## src/rtl/pnf_pkg.sv

```systemverilog
package pnf_pkg;

    localparam int unsigned NODE_WORDS = 16;
    localparam int unsigned IDX_W      = $clog2(NODE_WORDS);
    localparam int unsigned ALIGN_BITS = 4;

    // word indices inside a node (byte offset / 4)
    localparam logic [IDX_W-1:0] W_CTL   = IDX_W'(0);
    localparam logic [IDX_W-1:0] W_ORG   = IDX_W'(3);
    localparam logic [IDX_W-1:0] W_STOP  = IDX_W'(4);
    localparam logic [IDX_W-1:0] W_BASE  = IDX_W'(5);
    localparam logic [IDX_W-1:0] W_PITCH = IDX_W'(6);
    localparam logic [IDX_W-1:0] W_SIZE  = IDX_W'(7);
    localparam logic [IDX_W-1:0] W_LINK  = IDX_W'(9);
    localparam logic [IDX_W-1:0] W_PROPS = IDX_W'(13);

    // register byte offsets
    localparam logic [7:0] REG_LINK = 8'h24;
    localparam logic [7:0] REG_BASE = 8'h14;

    typedef enum logic [1:0] {
        ST_IDLE = 2'd0,
        ST_REQ  = 2'd1,
        ST_WAIT = 2'd2
    } walk_st_e;

    typedef struct packed {
        logic [31:0] ctl;
        logic [31:0] org;
        logic [31:0] stp;
        logic [31:0] base;
        logic [31:0] pitch;
        logic [31:0] size;
        logic [31:0] props;
    } plane_t;

endpackage

```

## src/rtl/pnf_ptr_reg.sv

```systemverilog
module pnf_ptr_reg #(
    parameter int unsigned ADDR_W = 32
) (
    input  logic              clk,
    input  logic              rst_n,
    input  logic              wr_en,
    input  logic [ADDR_W-1:0] wr_val,
    input  logic              load_en,
    input  logic [ADDR_W-1:0] load_val,
    output logic [ADDR_W-1:0] ptr
);

    typedef struct packed {
        logic [ADDR_W-1:0] ptr;
    } st_t;

    st_t d, q;

    always_comb begin
        d = q;
        if (load_en) d.ptr = load_val;
        if (wr_en)   d.ptr = wr_val;   // software write wins
    end

    always_ff @(posedge clk) begin
        if (!rst_n) q <= '0;
        else        q <= d;
    end

    assign ptr = q.ptr;

    a_r6_ptr_source: assert property (@(posedge clk) disable iff (!rst_n)
        !$stable(q.ptr) |-> $past(wr_en || load_en));

endmodule

```

## src/rtl/pnf_walker.sv

```systemverilog
module pnf_walker
    import pnf_pkg::*;
#(
    parameter int unsigned ADDR_W = 32
) (
    input  logic              clk,
    input  logic              rst_n,
    input  logic              vsync,
    input  logic [ADDR_W-1:0] ptr,
    output logic              mem_req,
    output logic [ADDR_W-1:0] mem_addr,
    input  logic              mem_rvalid,
    input  logic [31:0]       mem_rdata,
    output logic              word_vld,
    output logic [IDX_W-1:0]  word_idx,
    output logic [31:0]       word_data,
    output logic              node_done,
    output logic              busy,
    output logic              err_align,
    output logic              err_overrun
);

    localparam logic [IDX_W-1:0] LAST_IDX = IDX_W'(NODE_WORDS - 1);

    typedef struct packed {
        walk_st_e          st;
        logic [ADDR_W-1:0] base;
        logic [IDX_W-1:0]  idx;
        logic              discard;
        logic              err_a;
        logic              err_o;
    } st_t;

    st_t d, q;
    logic done_c;

    always_comb begin
        d      = q;
        done_c = 1'b0;
        if (vsync && q.st != ST_IDLE) begin
            d.discard = 1'b1;
            d.err_o   = 1'b1;
        end
        case (q.st)
            ST_IDLE: begin
                if (vsync && ptr != '0) begin
                    if (ptr[ALIGN_BITS-1:0] != '0) begin
                        d.err_a = 1'b1;
                    end else begin
                        d.st      = ST_REQ;
                        d.base    = ptr;
                        d.idx     = '0;
                        d.discard = 1'b0;
                    end
                end
            end
            ST_REQ: d.st = ST_WAIT;
            ST_WAIT: begin
                if (mem_rvalid) begin
                    if (q.idx == LAST_IDX) begin
                        d.st   = ST_IDLE;
                        done_c = !d.discard;
                    end else begin
                        d.idx = q.idx + 1'b1;
                        d.st  = ST_REQ;
                    end
                end
            end
            default: d.st = ST_IDLE;
        endcase
    end

    always_ff @(posedge clk) begin
        if (!rst_n) q <= '0;
        else        q <= d;
    end

    assign mem_req     = (q.st == ST_REQ);
    assign mem_addr    = q.base + (ADDR_W'(q.idx) << 2);
    assign word_vld    = (q.st == ST_WAIT) && mem_rvalid;
    assign word_idx    = q.idx;
    assign word_data   = mem_rdata;
    assign node_done   = done_c;
    assign busy        = (q.st != ST_IDLE);
    assign err_align   = q.err_a;
    assign err_overrun = q.err_o;

    a_r3_req_pulse: assert property (@(posedge clk) disable iff (!rst_n)
        mem_req |=> !mem_req);

    a_r3_req_aligned: assert property (@(posedge clk) disable iff (!rst_n)
        mem_req |-> (mem_addr[1:0] == 2'b00));

    a_r9_zero_ptr_idle: assert property (@(posedge clk) disable iff (!rst_n)
        (vsync && !busy && ptr == '0) |=> !busy);

    a_r10_align_sticky: assert property (@(posedge clk) disable iff (!rst_n)
        $past(err_align) |-> err_align);

    a_r11_overrun_sticky: assert property (@(posedge clk) disable iff (!rst_n)
        $past(err_overrun) |-> err_overrun);

endmodule

```

## src/rtl/pnf_shadow.sv

```systemverilog
module pnf_shadow
    import pnf_pkg::*;
#(
    parameter int unsigned ADDR_W = 32
) (
    input  logic              clk,
    input  logic              rst_n,
    input  logic              word_vld,
    input  logic [IDX_W-1:0]  word_idx,
    input  logic [31:0]       word_data,
    input  logic              node_done,
    output plane_t            act,
    output logic              loaded,
    output logic [ADDR_W-1:0] link
);

    typedef struct packed {
        plane_t            shd;
        logic [ADDR_W-1:0] shd_link;
        plane_t            act;
        logic              loaded;
    } st_t;

    st_t d, q;

    always_comb begin
        d = q;
        if (word_vld) begin
            case (word_idx)
                W_CTL:   d.shd.ctl   = word_data;
                W_ORG:   d.shd.org   = word_data;
                W_STOP:  d.shd.stp   = word_data;
                W_BASE:  d.shd.base  = word_data;
                W_PITCH: d.shd.pitch = word_data;
                W_SIZE:  d.shd.size  = word_data;
                W_LINK:  d.shd_link  = word_data[ADDR_W-1:0];
                W_PROPS: d.shd.props = word_data;
                default: ;
            endcase
        end
        if (node_done) begin
            d.act    = q.shd;
            d.loaded = 1'b1;
        end
    end

    always_ff @(posedge clk) begin
        if (!rst_n) q <= '0;
        else        q <= d;
    end

    assign act    = q.act;
    assign loaded = q.loaded;
    assign link   = q.shd_link;

    a_r5_atomic_commit: assert property (@(posedge clk) disable iff (!rst_n)
        !$stable(q.act) |-> $past(node_done));

    a_r5_loaded_after_done: assert property (@(posedge clk) disable iff (!rst_n)
        $rose(q.loaded) |-> $past(node_done));

endmodule

```

## src/rtl/plane_node_fetcher.sv

```systemverilog
module plane_node_fetcher
    import pnf_pkg::*;
(
    input  logic        clk,
    input  logic        rst_n,
    input  logic        reg_wr_en,
    input  logic [7:0]  reg_addr,
    input  logic [31:0] reg_wdata,
    output logic [31:0] reg_rdata,
    input  logic        vsync,
    input  logic        field_in,
    output logic        mem_req,
    output logic [31:0] mem_addr,
    input  logic        mem_rvalid,
    input  logic [31:0] mem_rdata,
    output logic        plane_valid,
    output logic [4:0]  plane_format,
    output logic        plane_alpha_full,
    output logic        plane_wait_sync,
    output logic [31:0] plane_base,
    output logic [31:0] plane_pitch,
    output logic [10:0] plane_width,
    output logic [10:0] plane_height,
    output logic [15:0] plane_org_line,
    output logic [15:0] plane_org_pix,
    output logic [15:0] plane_stop_line,
    output logic [15:0] plane_stop_pix,
    output logic        field_bottom,
    output logic        err_align,
    output logic        err_overrun
);

    localparam int unsigned ADDR_W = 32;

    logic [ADDR_W-1:0] ptr;
    logic [ADDR_W-1:0] link;
    logic              ptr_wr;
    logic              word_vld;
    logic [IDX_W-1:0]  word_idx;
    logic [31:0]       word_data;
    logic              node_done;
    logic              busy;
    logic              loaded;
    plane_t            act;

    typedef struct packed {
        logic field;
    } top_st_t;

    top_st_t d, q;

    assign ptr_wr = reg_wr_en && (reg_addr == REG_LINK);

    pnf_ptr_reg #(.ADDR_W(ADDR_W)) ptr_i (
        .clk      (clk),
        .rst_n    (rst_n),
        .wr_en    (ptr_wr),
        .wr_val   (reg_wdata),
        .load_en  (node_done),
        .load_val (link),
        .ptr      (ptr)
    );

    pnf_walker #(.ADDR_W(ADDR_W)) walk_i (
        .clk         (clk),
        .rst_n       (rst_n),
        .vsync       (vsync),
        .ptr         (ptr),
        .mem_req     (mem_req),
        .mem_addr    (mem_addr),
        .mem_rvalid  (mem_rvalid),
        .mem_rdata   (mem_rdata),
        .word_vld    (word_vld),
        .word_idx    (word_idx),
        .word_data   (word_data),
        .node_done   (node_done),
        .busy        (busy),
        .err_align   (err_align),
        .err_overrun (err_overrun)
    );

    pnf_shadow #(.ADDR_W(ADDR_W)) shd_i (
        .clk       (clk),
        .rst_n     (rst_n),
        .word_vld  (word_vld),
        .word_idx  (word_idx),
        .word_data (word_data),
        .node_done (node_done),
        .act       (act),
        .loaded    (loaded),
        .link      (link)
    );

    always_comb begin
        d = q;
        if (vsync) d.field = field_in;
    end

    always_ff @(posedge clk) begin
        if (!rst_n) q <= '0;
        else        q <= d;
    end

    always_comb begin
        case (reg_addr)
            REG_LINK: reg_rdata = ptr;
            REG_BASE: reg_rdata = act.base;
            default:  reg_rdata = '0;
        endcase
    end

    assign plane_valid      = loaded && (act.props[1:0] != 2'b11);
    assign plane_format     = act.ctl[4:0];
    assign plane_alpha_full = act.ctl[5];
    assign plane_wait_sync  = act.ctl[31];
    assign plane_base       = act.base;
    assign plane_pitch      = act.pitch;
    assign plane_width      = act.size[10:0];
    assign plane_height     = act.size[26:16];
    assign plane_org_line   = act.org[31:16];
    assign plane_org_pix    = act.org[15:0];
    assign plane_stop_line  = act.stp[31:16];
    assign plane_stop_pix   = act.stp[15:0];
    assign field_bottom     = q.field;

    logic unused_bits;
    assign unused_bits = ^{act.ctl[30:6], act.size[31:27], act.size[15:11],
                           act.props[31:2], busy};

endmodule

```

## config.mk

```make
export PLATFORM = sky130hd
export DESIGN_NAME = plane_node_fetcher
export DESIGN_NICKNAME = d
export VERILOG_FILES = /design/src/rtl/pnf_pkg.sv /design/src/rtl/pnf_ptr_reg.sv /design/src/rtl/pnf_walker.sv /design/src/rtl/pnf_shadow.sv /design/src/rtl/plane_node_fetcher.sv
export SDC_FILE = /design/constraint.sdc
export NUM_CORES = 1
export LEC_CHECK = 0
export ABC_AREA = 0
export ABC_CLOCK_PERIOD_IN_PS = 5400
export BUFFER_PORTS_ARGS = -buffer_cell sky130_fd_sc_hd__buf_2
export CORE_ASPECT_RATIO = 0.7
export CORE_UTILIZATION = 29
export DETAILED_ROUTE_END_ITERATION = 7
export GPL_ROUTABILITY_DRIVEN = 0
export PLACE_DENSITY = 0.5
export SETUP_SLACK_MARGIN = 0.5
export SLEW_MARGIN = 10
export SYNTH_ARGS = -nofsm -noshare
export SYNTH_HDL_FRONTEND = slang
export SYNTH_SLANG_ARGS = --single-unit
```

## constraint.sdc

```tcl
create_clock -name clk -period 5.4 [get_ports clk]
set_input_delay 0 -clock clk [delete_from_list [all_inputs] [get_ports clk]]
set_output_delay 0 -clock clk [all_outputs]
set_load 0.02 [all_outputs]
```

==> out/results.md, run 1 <==
| Quantity | Value | Unit |
|---|---|---|
| Net total in the final layout | 2,422 | - |
| Synthesized flop and latch total | 425 | - |
| Ports placed on the boundary | 304 | - |
| Clock buffers created by TritonCTS | 45 | - |
| Share of post-route cells with drive strength above 1 | 17.3 | % |
| Max Fclk | 0.312 | GHz |
| First-pass GRT wire length | 87.6 | mm |
| Starting Density | 29.6 | % |
| Hold Crit Class | primary input to flip-flop | - |
| Overall die height | 207 | µm |
| Remaining Overflow, GRT | 0 | - |
| Largest fanout on the critical path | 7 | - |
| Post-Synthesis Net Count | 2,304 | - |
| Share of synthesized registers carrying an async set or reset | 0 | % |
| Count of antenna-violating nets left after detailed routing | 0 | - |
| X dimension of the die | 295 | µm |
| Number of placed cells counting well taps | 3,018 | - |
| Delay of the slowest cell on the worst path | 640 | ps |
| Cell area after synthesis | 0.0174 | mm² |
| Bufs on Longest Clock Path | 3 | - |
| DR pass1 iterations | 6 | - |
| Fin. max-slew vios | 0 | - |
| Post-synthesis cell count | 2,217 | - |
| Cells along the critical path | ha_1, fa_1, a21o_1, a21oi_1, nor2_1, nand4_1, xnor2_1, buf_2 | - |
| Period Utilization, post-route | 59.3 | % |
| Post-layout minimum cycle time | 3200 | ps |
| Count of input and output buffers | 303 | - |
| Proportion of synthesized chip area in sequential cells | 48.9 | % |
| Primary FF master, synth | sky130_fd_sc_hd__dfxtp_1 | - |
| Run status | finished clean | - |
| Critical path arrival | 3200 | ps |
| CTS tree | built | - |
| Synth unique cells | 52 | - |
| Total count of hold-check failures in the final report | 0 | - |
| Kind of end point of the critical path | output pin | - |
| Fraction of the core area covered by cells at the end of the flow | 34.6 | % |
| Placed wire-length estimate | 39.9 | mm |
| RSZ-0062 raised after global routing | no | - |
| Vias in the first global route | 14,100 | - |
| Worst IR Drop VDD | 179 | µV |
| Critical path's slowest cell | sky130_fd_sc_hd__a21oi_1 | - |
| Clock transition at the registers of the reported paths | 60 | ps |
| Layout area overhead | 16.9 | % |
| Floorplan die area | 0.0610 | mm² |
| Total global-route track usage | 19.2 | % |
| Final wirelength | 60.5 | mm |
| Master cell of the clock root buffer | sky130_fd_sc_hd__clkbuf_16 | - |
| Slew HR | 28.2 | % |
| Synth warnings | 0 | - |
| Startpoint-to-endpoint class of the critical path | flip-flop to output pin | - |
| Clk_lat worst skew | 590 | ps |
| Core footprint | 0.0588 | mm² |
| Number of enable-type register cells in the synthesized netlist | 0 | - |
| Post-cts gate resize count | 0 | - |
| CP required | 5400 | ps |
| Total Neg Setup Slack | 0 | ps |
| Post-detailed-route DRC marker count | 0 | - |
| Syn avg cell area | 7.85 | µm² |
| Initial antenna violation count | 9 | - |
| Drt wl/cell | 19.1 | µm |
| Largest net degree at the start of global routing | 163 | - |
| Critical path launch point type | flip-flop | - |
| Number of vias after detailed routing | 15,100 | - |
| Power Density | 325 | mW/mm² |
| # Max-Cap Violations | 0 | - |
| Actual transition at the worst max-transition pin | 1070 | ps |
| Depth of the CTS H-tree | 2 | - |
| Finished Layout Cells | 3,170 | - |
| Starting DRT DRC Count | 1,202 | - |
| Final setup skew | 34.7 | ps |
| Clock tree sinks | 425 | - |
| Final setup viols | 0 | - |
| Vias/cell | 4.77 | - |
| Std cell rows | 74 | - |
| Leakage power | 7.50 | nW |
-- cell families (layout without fill, tap and decap cells) --
group	after synthesis	count (layout)	share of synthesized area (%)
simple gates	933	933	21.8
compound gates	500	500	15.6
flops	425	425	48.9
buf+inv	322	476	11.5
xor+xnor	27	27	1.36
fa+ha+maj	9	9	0.690
mux	1	1	0.0575
other cells	0	1	0
-- area by class of cell --
type,count,area (µm²)
sequential,425,8510
clock inverter,17,228
clock buffer,66,1320
timing repair buffer,388,2350
inverter,5,26.3
fill,6187,38500
multi-input combinational,1470,6910
antenna,1,2.50
tap,798,998
-- synth_stat cells (3+ instances only) --
library cell               count  area, µm²
sky130_fd_sc_hd__nand2_1     806       3030
sky130_fd_sc_hd__dfxtp_1     425       8510
sky130_fd_sc_hd__a21oi_1     357       1790
sky130_fd_sc_hd__buf_4       189       1420
sky130_fd_sc_hd__clkbuf_1     89        334
sky130_fd_sc_hd__o21ai_0      59        295
sky130_fd_sc_hd__nand3_1      51        255
sky130_fd_sc_hd__a31oi_1      33        206
sky130_fd_sc_hd__a22o_1       32        280
sky130_fd_sc_hd__buf_2        29        145
sky130_fd_sc_hd__xnor2_1      24        210
sky130_fd_sc_hd__nor2_1       20       75.1
sky130_fd_sc_hd__and3_1       10       62.6
sky130_fd_sc_hd__nand4_1      10       62.6
sky130_fd_sc_hd__ha_1          8        100
sky130_fd_sc_hd__o21ai_1       8       40.0
sky130_fd_sc_hd__buf_6         7       78.8
sky130_fd_sc_hd__nor4_1        5       31.3
sky130_fd_sc_hd__and2_0        4       25.0
sky130_fd_sc_hd__inv_1         4       15.0
sky130_fd_sc_hd__and4_1        3       26.3
sky130_fd_sc_hd__nor2b_1       3       18.8
sky130_fd_sc_hd__nor3_1        3       15.0
sky130_fd_sc_hd__nor4_2        3       37.5
sky130_fd_sc_hd__xor2_1        3       26.3
-- worst max-delay path, delay by kind of cell, from the launching register on --
kind                       cells  cell delay (ps)
buffers and inverters          1              180
and+or+nand+nor                2              460
AOI/OAI and AO/OA              2              820
xor gates and xnor gates       1              130
DFF                            1              380
adders and majority gates      2              670
-- flip-flops by register name, summed over array words and instances (netlist names) --
name                flops
walk_i.err_overrun      1
shd_i.q               159
shd_i.act             159
walk_i.word_idx         4
shd_i.link             32
shd_i.loaded            1
walk_i.q               35
walk_i.err_align        1
ptr_i.ptr              32
field_bottom            1
-- metal layers --
layer / global-route usage (%) / vias up / share of wire [%]
met5: 0 / - / 0
met4: 5.41 / 0 / 2.4
met3: 4.22 / 94 / 7.1
met2: 30.3 / 476 / 44
met1: 26.4 / 7189 / 46
li1: - / 7366 / -
-- worst paths after layout --
check | from | to | slack (ps) | cells past startpoint
max | walk_i.word_idx[0]$_SDFFE_PN0P_ | mem_addr[18] | 2200 | 8
min | rst_n | shd_i.link[23]$_SDFFE_PN0P_ | 70 | 3
max reg2reg | walk_i.word_idx[3]$_SDFFE_PN0P_ | shd_i.act[138]$_SDFFE_PN0P_ | 2660 | 6
min reg2reg | shd_i.q[380]$_SDFFE_PN0P_ | shd_i.act[123]$_SDFFE_PN0P_ | 440 | 2
-- cell usage in the layout (no fill, tap or decap), types with 4 or more instances in the layout --
master	synthesis	final
sky130_fd_sc_hd__o21ai_0	59	59
sky130_fd_sc_hd__clkinv_2	0	7
sky130_fd_sc_hd__nand3_1	51	49
sky130_fd_sc_hd__dlygate4sd3_1	0	68
sky130_fd_sc_hd__buf_4	189	15
sky130_fd_sc_hd__o21ai_1	8	8
sky130_fd_sc_hd__clkbuf_16	0	46
sky130_fd_sc_hd__ha_1	8	8
sky130_fd_sc_hd__buf_2	29	303
sky130_fd_sc_hd__inv_1	4	4
sky130_fd_sc_hd__nand2_1	806	805
sky130_fd_sc_hd__a21oi_1	357	357
sky130_fd_sc_hd__bufinv_16	0	4
sky130_fd_sc_hd__and3_1	10	8
sky130_fd_sc_hd__nand4_1	10	10
sky130_fd_sc_hd__dfxtp_1	425	425
sky130_fd_sc_hd__clkbuf_8	0	9
sky130_fd_sc_hd__a31oi_1	33	33
sky130_fd_sc_hd__nor2_1	20	20
sky130_fd_sc_hd__nor4_1	5	5
sky130_fd_sc_hd__a22o_1	32	32
sky130_fd_sc_hd__and2_1	2	5
sky130_fd_sc_hd__xnor2_1	24	24
sky130_fd_sc_hd__clkbuf_1	89	11
-- power breakdown --
part           total (mW)  switching, mW  internal (mW)
registers            3.14        0.00176           3.14
logic               0.223          0.157         0.0664
clock network        3.26           1.36           1.90
total                6.62           1.52           5.10
-- per-stage QoR --
step | area [µm²] | total power, mW | hold WS (ps) | setup WS [ps]
after CTS | 20300 | 6.71 | 90.8 | 2220
after global placement | 18100 | 3.40 | 241 | 2700
final | 20300 | 6.62 | 72.4 | 2200
after global routing | 20300 | 6.85 | 122 | 2110
after floorplan | 17400 | 3.28 | 136 | 3310
after detailed placement | 18100 | 3.40 | 257 | 2640
-- timing repair --
action	in CTS	in global routing
hold buffers	68	0
buffers inserted	0	0
hold endpoints to repair	231	0
(Power assumes the default switching activity.)
==> inputs of run 2 (changes only) <==
--- a/config.mk
+++ b/config.mk
@@ -6,13 +6,13 @@
 export NUM_CORES = 1
 export LEC_CHECK = 0
 export ABC_AREA = 0
-export ABC_CLOCK_PERIOD_IN_PS = 5400
+export ABC_CLOCK_PERIOD_IN_PS = 2860
 export BUFFER_PORTS_ARGS = -buffer_cell sky130_fd_sc_hd__buf_2
 export CORE_ASPECT_RATIO = 0.7
 export CORE_UTILIZATION = 29
 export DETAILED_ROUTE_END_ITERATION = 7
 export GPL_ROUTABILITY_DRIVEN = 0
-export PLACE_DENSITY = 0.5
+export PLACE_DENSITY = 0.52
 export SETUP_SLACK_MARGIN = 0.5
 export SLEW_MARGIN = 10
 export SYNTH_ARGS = -nofsm -noshare
==> constraint.sdc (replaced) <==
create_clock -name clk -period 2.86 [get_ports clk]
set_input_delay 0 -clock clk [delete_from_list [all_inputs] [get_ports clk]]
set_output_delay 0 -clock clk [all_outputs]
set_load 0.02 [all_outputs]
==> out/results.md, run 2 (same netlist as run 1, synthesis figures left out) <==
| Quantity | Value | Unit | vs previous |
|---|---|---|---|
| Run status | finished clean | - |  |
| Drt wl/cell | 19.3 | µm | +0.93% |
| Starting DRT DRC Count | 1,190 | - | -1.0% |
| Startpoint-to-endpoint class of the critical path | flip-flop to output pin | - |  |
| First-pass GRT wire length | 89.3 | mm | +1.8% |
| Largest net degree at the start of global routing | 101 | - | -38% |
| Std cell rows | 74 | - | unchanged |
| # Max-Cap Violations | 0 | - | unchanged |
| Worst IR Drop VDD | 328 | µV | +83% |
| Kind of end point of the critical path | output pin | - |  |
| Total Neg Setup Slack | 0 | ps | unchanged |
| Placed wire-length estimate | 40.8 | mm | +2.2% |
| Final wirelength | 61.9 | mm | +2.3% |
| Remaining Overflow, GRT | 0 | - | unchanged |
| Hold Crit Class | primary input to flip-flop | - |  |
| Layout area overhead | 21.0 | % |  |
| Vias/cell | 4.80 | - | +0.53% |
| Ports placed on the boundary | 304 | - | unchanged |
| X dimension of the die | 295 | µm | unchanged |
| Final setup skew | 18.9 | ps | -15.8 ps |
| Max Fclk | 0.391 | GHz |  |
| Floorplan die area | 0.0610 | mm² | unchanged |
| Delay of the slowest cell on the worst path | 360 | ps | -280 ps |
| Leakage power | 7.80 | nW | +3.9% |
| Hold Crit Depth | 3 | - | unchanged |
| Slew HR | 43.3 | % | +15 points |
| Clk_lat worst skew | 600 | ps | about the same |
| Fin. max-slew vios | 0 | - | unchanged |
| Antenna diodes | 0 | - | -1 |
| CP required | 2860 | ps | -2540 ps |
| Most common library cell in the layout ignoring fill and taps | sky130_fd_sc_hd__nand2_1 | - |  |
| Power Density | 610 | mW/mm² | +87% |
| RSZ-0062 raised after global routing | yes | - |  |
| Post-layout minimum cycle time | 2560 | ps |  |
| Bufs on Longest Clock Path | 3 | - | unchanged |
| Most frequent cells in the layout | sky130_fd_sc_hd__nand2_1, sky130_fd_sc_hd__dfxtp_1, sky130_fd_sc_hd__a21oi_1, sky130_fd_sc_hd__buf_2, sky130_fd_sc_hd__dlygate4sd3_1 | - |  |
| Post-detailed-route DRC marker count | 0 | - | unchanged |
| Clock buffers created by TritonCTS | 46 | - | +2.2% |
| Share of post-route cells with drive strength above 1 | 19.7 | % | +2.4 points |
| Worst Hold Path EP | ptr_i.ptr[6]$_SDFFE_PN0P_ | - |  |
| Cells along the critical path | ha_4, fa_2, a21o_1, a21oi_2, buf_6, nor4b_4, buf_4, nand4_1, xnor2_1, buf_4 | - |  |
| Reg2Reg Capture Point | walk_i.word_idx[2]$_SDFFE_PN0P_ | - |  |
| Depth of the CTS H-tree | 2 | - | unchanged |
| Core footprint | 0.0588 | mm² | unchanged |
| Clock tree sinks | 425 | - | unchanged |
| Worst reg2reg setup slack | 670 | ps | -1990 ps |
| Startpoint of the worst hold path | reg_wr_en | - |  |
| Total global-route track usage | 19.6 | % | +0.39 points |
| Net total in the final layout | 2,464 | - | +1.7% |
| Cell depth of the worst flop-to-flop path | 5 | - | -1 |
| Vias in the first global route | 14,200 | - | +0.68% |
| Critical path launch point type | flip-flop | - |  |
| Master cell of the clock root buffer | sky130_fd_sc_hd__clkbuf_16 | - |  |
| DR pass1 iterations | 5 | - | -1 |
| Total count of hold-check failures in the final report | 0 | - | unchanged |
| Final setup viols | 0 | - | unchanged |
| Overall die height | 207 | µm | unchanged |
| Starting Density | 29.6 | % | unchanged |
| Final-layout worst hold slack | 194 | ps | +122 ps |
| Period Utilization, post-route | 89.5 | % |  |
| Critical path arrival | 2560 | ps | -640 ps |
| Count of input and output buffers | 303 | - | unchanged |
| Number of vias after detailed routing | 15,400 | - | +1.9% |
| Clock transition at the registers of the reported paths | 60 | ps | about the same |
| CTS tree | built | - |  |
| Count of antenna-violating nets left after detailed routing | 0 | - | unchanged |
| Initial antenna violation count | 10 | - | +1 |
| Largest fanout on the critical path | 4 | - | -3 |
| Critical path's slowest cell | sky130_fd_sc_hd__dfxtp_4 | - |  |
| R2r startpoint | ptr_i.ptr[18]$_SDFFE_PN0P_ | - |  |
| Actual transition at the worst max-transition pin | 850 | ps | -223 ps |
| Cell mode on critical path | sky130_fd_sc_hd__buf_4 | - |  |
-- run 2: timing repair --
| item | CTS | global route |
|---|---|---|
| setup buffers | 10 | 4 |
| setup endpoints to repair | 26 | 133 |
| pin swaps | 16 | 19 |
| hold buffers | 78 | 0 |
| hold endpoints to repair | 237 | 0 |
| gates resized for setup | 40 | 31 |
-- run 2: through the flow --
step | cell area, µm² | utilization [%] | total power, mW | setup WS, ps | cells
after floorplan | 17400 | - | 6.19 | 771 | 2217
after global placement | 18300 | 31.1 | 6.42 | 612 | 3035
after detailed placement | 18300 | 31.1 | 6.43 | 533 | 3035
after CTS | 20900 | 35.6 | 13.0 | 233 | 3209
after global routing | 21100 | 35.8 | 13.3 | 173 | 3213
final | 21100 | 35.8 | 12.8 | 300 | 3213
-- run 2: final cells by class --
type	instances	area (µm²)
Sequential cell	425	8520
Inverter	5	26.3
Timing Repair Buffer	429	2800
Clock inverter	25	364
Fill cell	6128	37700
Multi-Input combinational cell	1470	7060
Tap cell	798	998
Clock buffer	61	1280
-- run 2: worst max path at each step --
stage / depth (start not counted) / endpoint / from / slack, ps
5_1_grt: 9 / mem_addr[28] / walk_i.q[10]$_SDFFE_PN0P_ / 170
4_1_cts: 10 / mem_addr[28] / walk_i.word_idx[0]$_SDFFE_PN0P_ / 230
6_report: 10 / mem_addr[28] / walk_i.word_idx[0]$_SDFFE_PN0P_ / 300
3_5_place_dp: 7 / mem_addr[29] / walk_i.word_idx[2]$_SDFFE_PN0P_ / 530
2_1_floorplan: 7 / mem_addr[12] / walk_i.word_idx[0]$_SDFFE_PN0P_ / 770
3_3_place_gp: 9 / mem_addr[22] / walk_i.word_idx[0]$_SDFFE_PN0P_ / 610
-- run 2: worst max-delay path, delay by kind of cell (launching register included) --
family / cells / cell delay (ps)
DFF: 1 / 360
xor gates and xnor gates: 1 / 140
and+or+nand+nor: 2 / 150
buffers and inverters: 3 / 480
AOI/OAI and AO/OA: 2 / 340
adders and majority gates: 2 / 510
-- run 2: power breakdown --
group          switching (mW)  leakage, nW  total [mW]  internal (mW)
clock                    2.65        0.801        6.48           3.83
combinational           0.306         3.57       0.446          0.140
sequential            0.00423         3.43        5.92           5.92
total                    2.96         7.80        12.8           9.89
-- run 2: layer usage --
metal	wire (µm)	GRT usage, %	vias to the layer above
met2	26900	30.2	557
met3	4880	4.53	100
met5	0	0	-
met1	28400	27.1	7293
li1	-	-	7461
met4	1670	6.10	0
==> inputs of run 3 (changes only) <==
==> constraint.sdc (replaced) <==
create_clock -name clk -period 2.86 [get_ports clk]
set_input_delay 0 -clock clk [delete_from_list [all_inputs] [get_ports clk]]
set_output_delay 0 -clock clk [all_outputs]
set_load 0.1 [all_outputs]
==> out/results.md, run 3 (same netlist as run 1, synthesis figures left out) <==
| Quantity | Value | Unit | vs previous |
|---|---|---|---|
| Floorplan die area | 0.0610 | mm² | unchanged |
| Std cell rows | 74 | - | unchanged |
| Share of post-route cells with drive strength above 1 | 21.1 | % | +1.4 points |
| First-pass GRT wire length | 89.3 | mm | about the same |
| DR pass1 iterations | 5 | - | unchanged |
| CTS tree | built | - |  |
| Cell area after layout | 0.0215 | mm² | +2.0% |
| Largest fanout on the critical path | 6 | - | +2 |
| Worst IR Drop VDD | 387 | µV | +18% |
| RSZ-0062 raised after global routing | yes | - |  |
| Startpoint-to-endpoint class of the critical path | flip-flop to output pin | - |  |
| Depth of the CTS H-tree | 2 | - | unchanged |
| Part of the total power dissipated in sequential elements | 48.1 | % | +2.0 points |
| Initial antenna violation count | 1 | - | -9 |
| Final wirelength | 62.1 | mm | +0.31% |
| Final setup viols | 0 | - | unchanged |
| Slew HR | 32.2 | % | -11 points |
| Leakage power | 7.98 | nW | +2.3% |
| Storage element area | 0.00854 | mm² | +0.19% |
| Worst Setup SP | walk_i.word_idx[0]$_SDFFE_PN0P_ | - |  |
| Period Utilization, post-route | 92.3 | % | +2.8 points |
| Switching power of the nets | 2.83 | mW | -4.4% |
| Critical path arrival | 2640 | ps | +80 ps |
| Combinational cell fraction of total power | 3.7 | % | +0.2 points |
| Run status | finished clean | - |  |
| Max Fclk | 0.379 | GHz | -3.0% |
| Core footprint | 0.0588 | mm² | unchanged |
| Most common library cell in the layout ignoring fill and taps | sky130_fd_sc_hd__nand2_1 | - |  |
| Clock buffers created by TritonCTS | 45 | - | -2.2% |
| Vias in the first global route | 14,000 | - | -1.7% |
| Most frequent cells in the layout | sky130_fd_sc_hd__nand2_1, sky130_fd_sc_hd__dfxtp_1, sky130_fd_sc_hd__a21oi_1, sky130_fd_sc_hd__buf_2, sky130_fd_sc_hd__dlygate4sd3_1 | - |  |
| Hold Crit Class | primary input to flip-flop | - |  |
| Starting DRT DRC Count | 1,140 | - | -4.2% |
| Area occupied by multi-input gates | 0.00738 | mm² | +4.5% |
| Clock transition at the registers of the reported paths | 60 | ps | about the same |
| Post-detailed-route DRC marker count | 0 | - | unchanged |
| Delay of the slowest cell on the worst path | 350 | ps | about the same |
| Fraction of the core area covered by cells at the end of the flow | 36.5 | % | +0.71 points |
| Remaining Overflow, GRT | 0 | - | unchanged |
| Final setup skew | 13.3 | ps | -5.64 ps |
| Total design power | 12.3 | mW | -4.2% |
| Vias/cell | 4.76 | - | -0.76% |
| Count of input and output buffers | 303 | - | unchanged |
| Placed wire-length estimate | 40.9 | mm | +0.29% |
| Critical path launch point type | flip-flop | - |  |
| Number of vias after detailed routing | 15,300 | - | -0.88% |
| Clock tree sinks | 425 | - | unchanged |
| Master cell of the clock root buffer | sky130_fd_sc_hd__clkbuf_16 | - |  |
| Placed Instance Area | 0.0187 | mm² | +2.5% |
| Actual transition at the worst max-transition pin | 1010 | ps | +163 ps |
| Critical path's slowest cell | sky130_fd_sc_hd__dfxtp_4 | - |  |
| Total count of hold-check failures in the final report | 0 | - | unchanged |
| Layout area overhead | 23.4 | % |  |
| Startpoint of the worst hold path | reg_wdata[19] | - |  |
| Ports placed on the boundary | 304 | - | unchanged |
| Starting Density | 29.6 | % | unchanged |
| CP required | 2860 | ps | about the same |
| Post-layout minimum cycle time | 2640 | ps | +78.9 ps |
| Number of fill cells | 6,086 | - | -0.69% |
| Clk_lat worst skew | 580 | ps | -20 ps |
| Drt wl/cell | 19.4 | µm | +0.44% |
| Clk pwr share | 48.1 | % | -2.3 points |
| Total global-route track usage | 19.7 | % | +0.032 points |
| Count of antenna-violating nets left after detailed routing | 0 | - | unchanged |
| Switching portion of total power | 23.0 | % | -0.048 points |
| X dimension of the die | 295 | µm | unchanged |
| Power Density | 573 | mW/mm² | -6.1% |
| Fin. max-slew vios | 0 | - | unchanged |
| Overall die height | 207 | µm | unchanged |
| Largest net degree at the start of global routing | 109 | - | +7.9% |
| Kind of end point of the critical path | output pin | - |  |
| # Max-Cap Violations | 0 | - | unchanged |
| Internal power summed over all cells | 9.47 | mW | -4.2% |
| R2r startpoint | ptr_i.ptr[17]$_SDFFE_PN0P_ | - |  |
| Net total in the final layout | 2,461 | - | -0.12% |
| Total Neg Setup Slack | 0 | ps | unchanged |
| Cells along the critical path | ha_4, fa_2, a21o_1, a21oi_4, nor4b_4, buf_6, nand4_1, xnor2_4, buf_12 | - |  |
| Bufs on Longest Clock Path | 3 | - | unchanged |
run 3: worst max-delay path: cells and delay by family (launching register included):
kind	cells	cell delay (ps)
adder cells (fa/ha/maj)	2	510
XOR/XNOR	1	150
AND/OR/NAND/NOR	2	250
flip-flops	1	350
AO/OA/AOI/OAI	2	440
buffers and inverters	2	350
run 3: final cells by class:
type | count | share of cell area (%)
Clock buffer | 69 | 6.23
Multi-Input combinational cell | 1470 | 34.4
Timing Repair Buffer | 427 | 14.1
Inverter | 5 | 0.122
Tap cell | 798 | 4.65
Antenna cell | 3 | 0.0350
Sequential cell | 425 | 39.8
Clock inverter | 12 | 0.682
run 3: per-stage QoR:
step	hold slack, ps	worst slack, ps	instances
CTS	235	178	3197
floorplan	136	205	2217
global route	282	92.2	3206
finish	287	221	3209
detailed placement	255	396	3034
global placement	237	435	3034
run 3: what timing repair did:
action                                  in CTS  in global routing
endpoints found under the hold margin      244                  0
endpoints found under the setup margin      27                 25
cloned                                       0                  0
buffers inserted                             7                  8
gates resized for setup                     79                 21
hold buffers                                75                  0
pin swaps                                   15                 16
run 3: metal layers:
layer	track usage [%]	wire (µm)	up-vias
li1	-	-	7440
met1	27.0	28500	7245
met2	31.3	27800	495
met3	4.03	4530	95
met4	5.15	1300	0
met5	0	0	-
run 3: final timing paths:
kind         cells after the start                              end  slack, ps
max                              9                     mem_addr[28]        220
max reg2reg                      5  walk_i.word_idx[2]$_SDFFE_PN0P_        750
min                              4       ptr_i.ptr[19]$_SDFFE_PN0P_        290
min reg2reg                      2      shd_i.act[166]$_SDFFE_PN0P_        450
run 3: power groups by stage:
stage	registers [mW]	logic, mW	clock network [mW]
detailed placement	6.06	0.387	0
global route	5.92	0.488	6.33
floorplan	6.07	0.130	0
finish	5.92	0.461	5.92
CTS	5.92	0.469	6.08
global placement	6.06	0.386	0
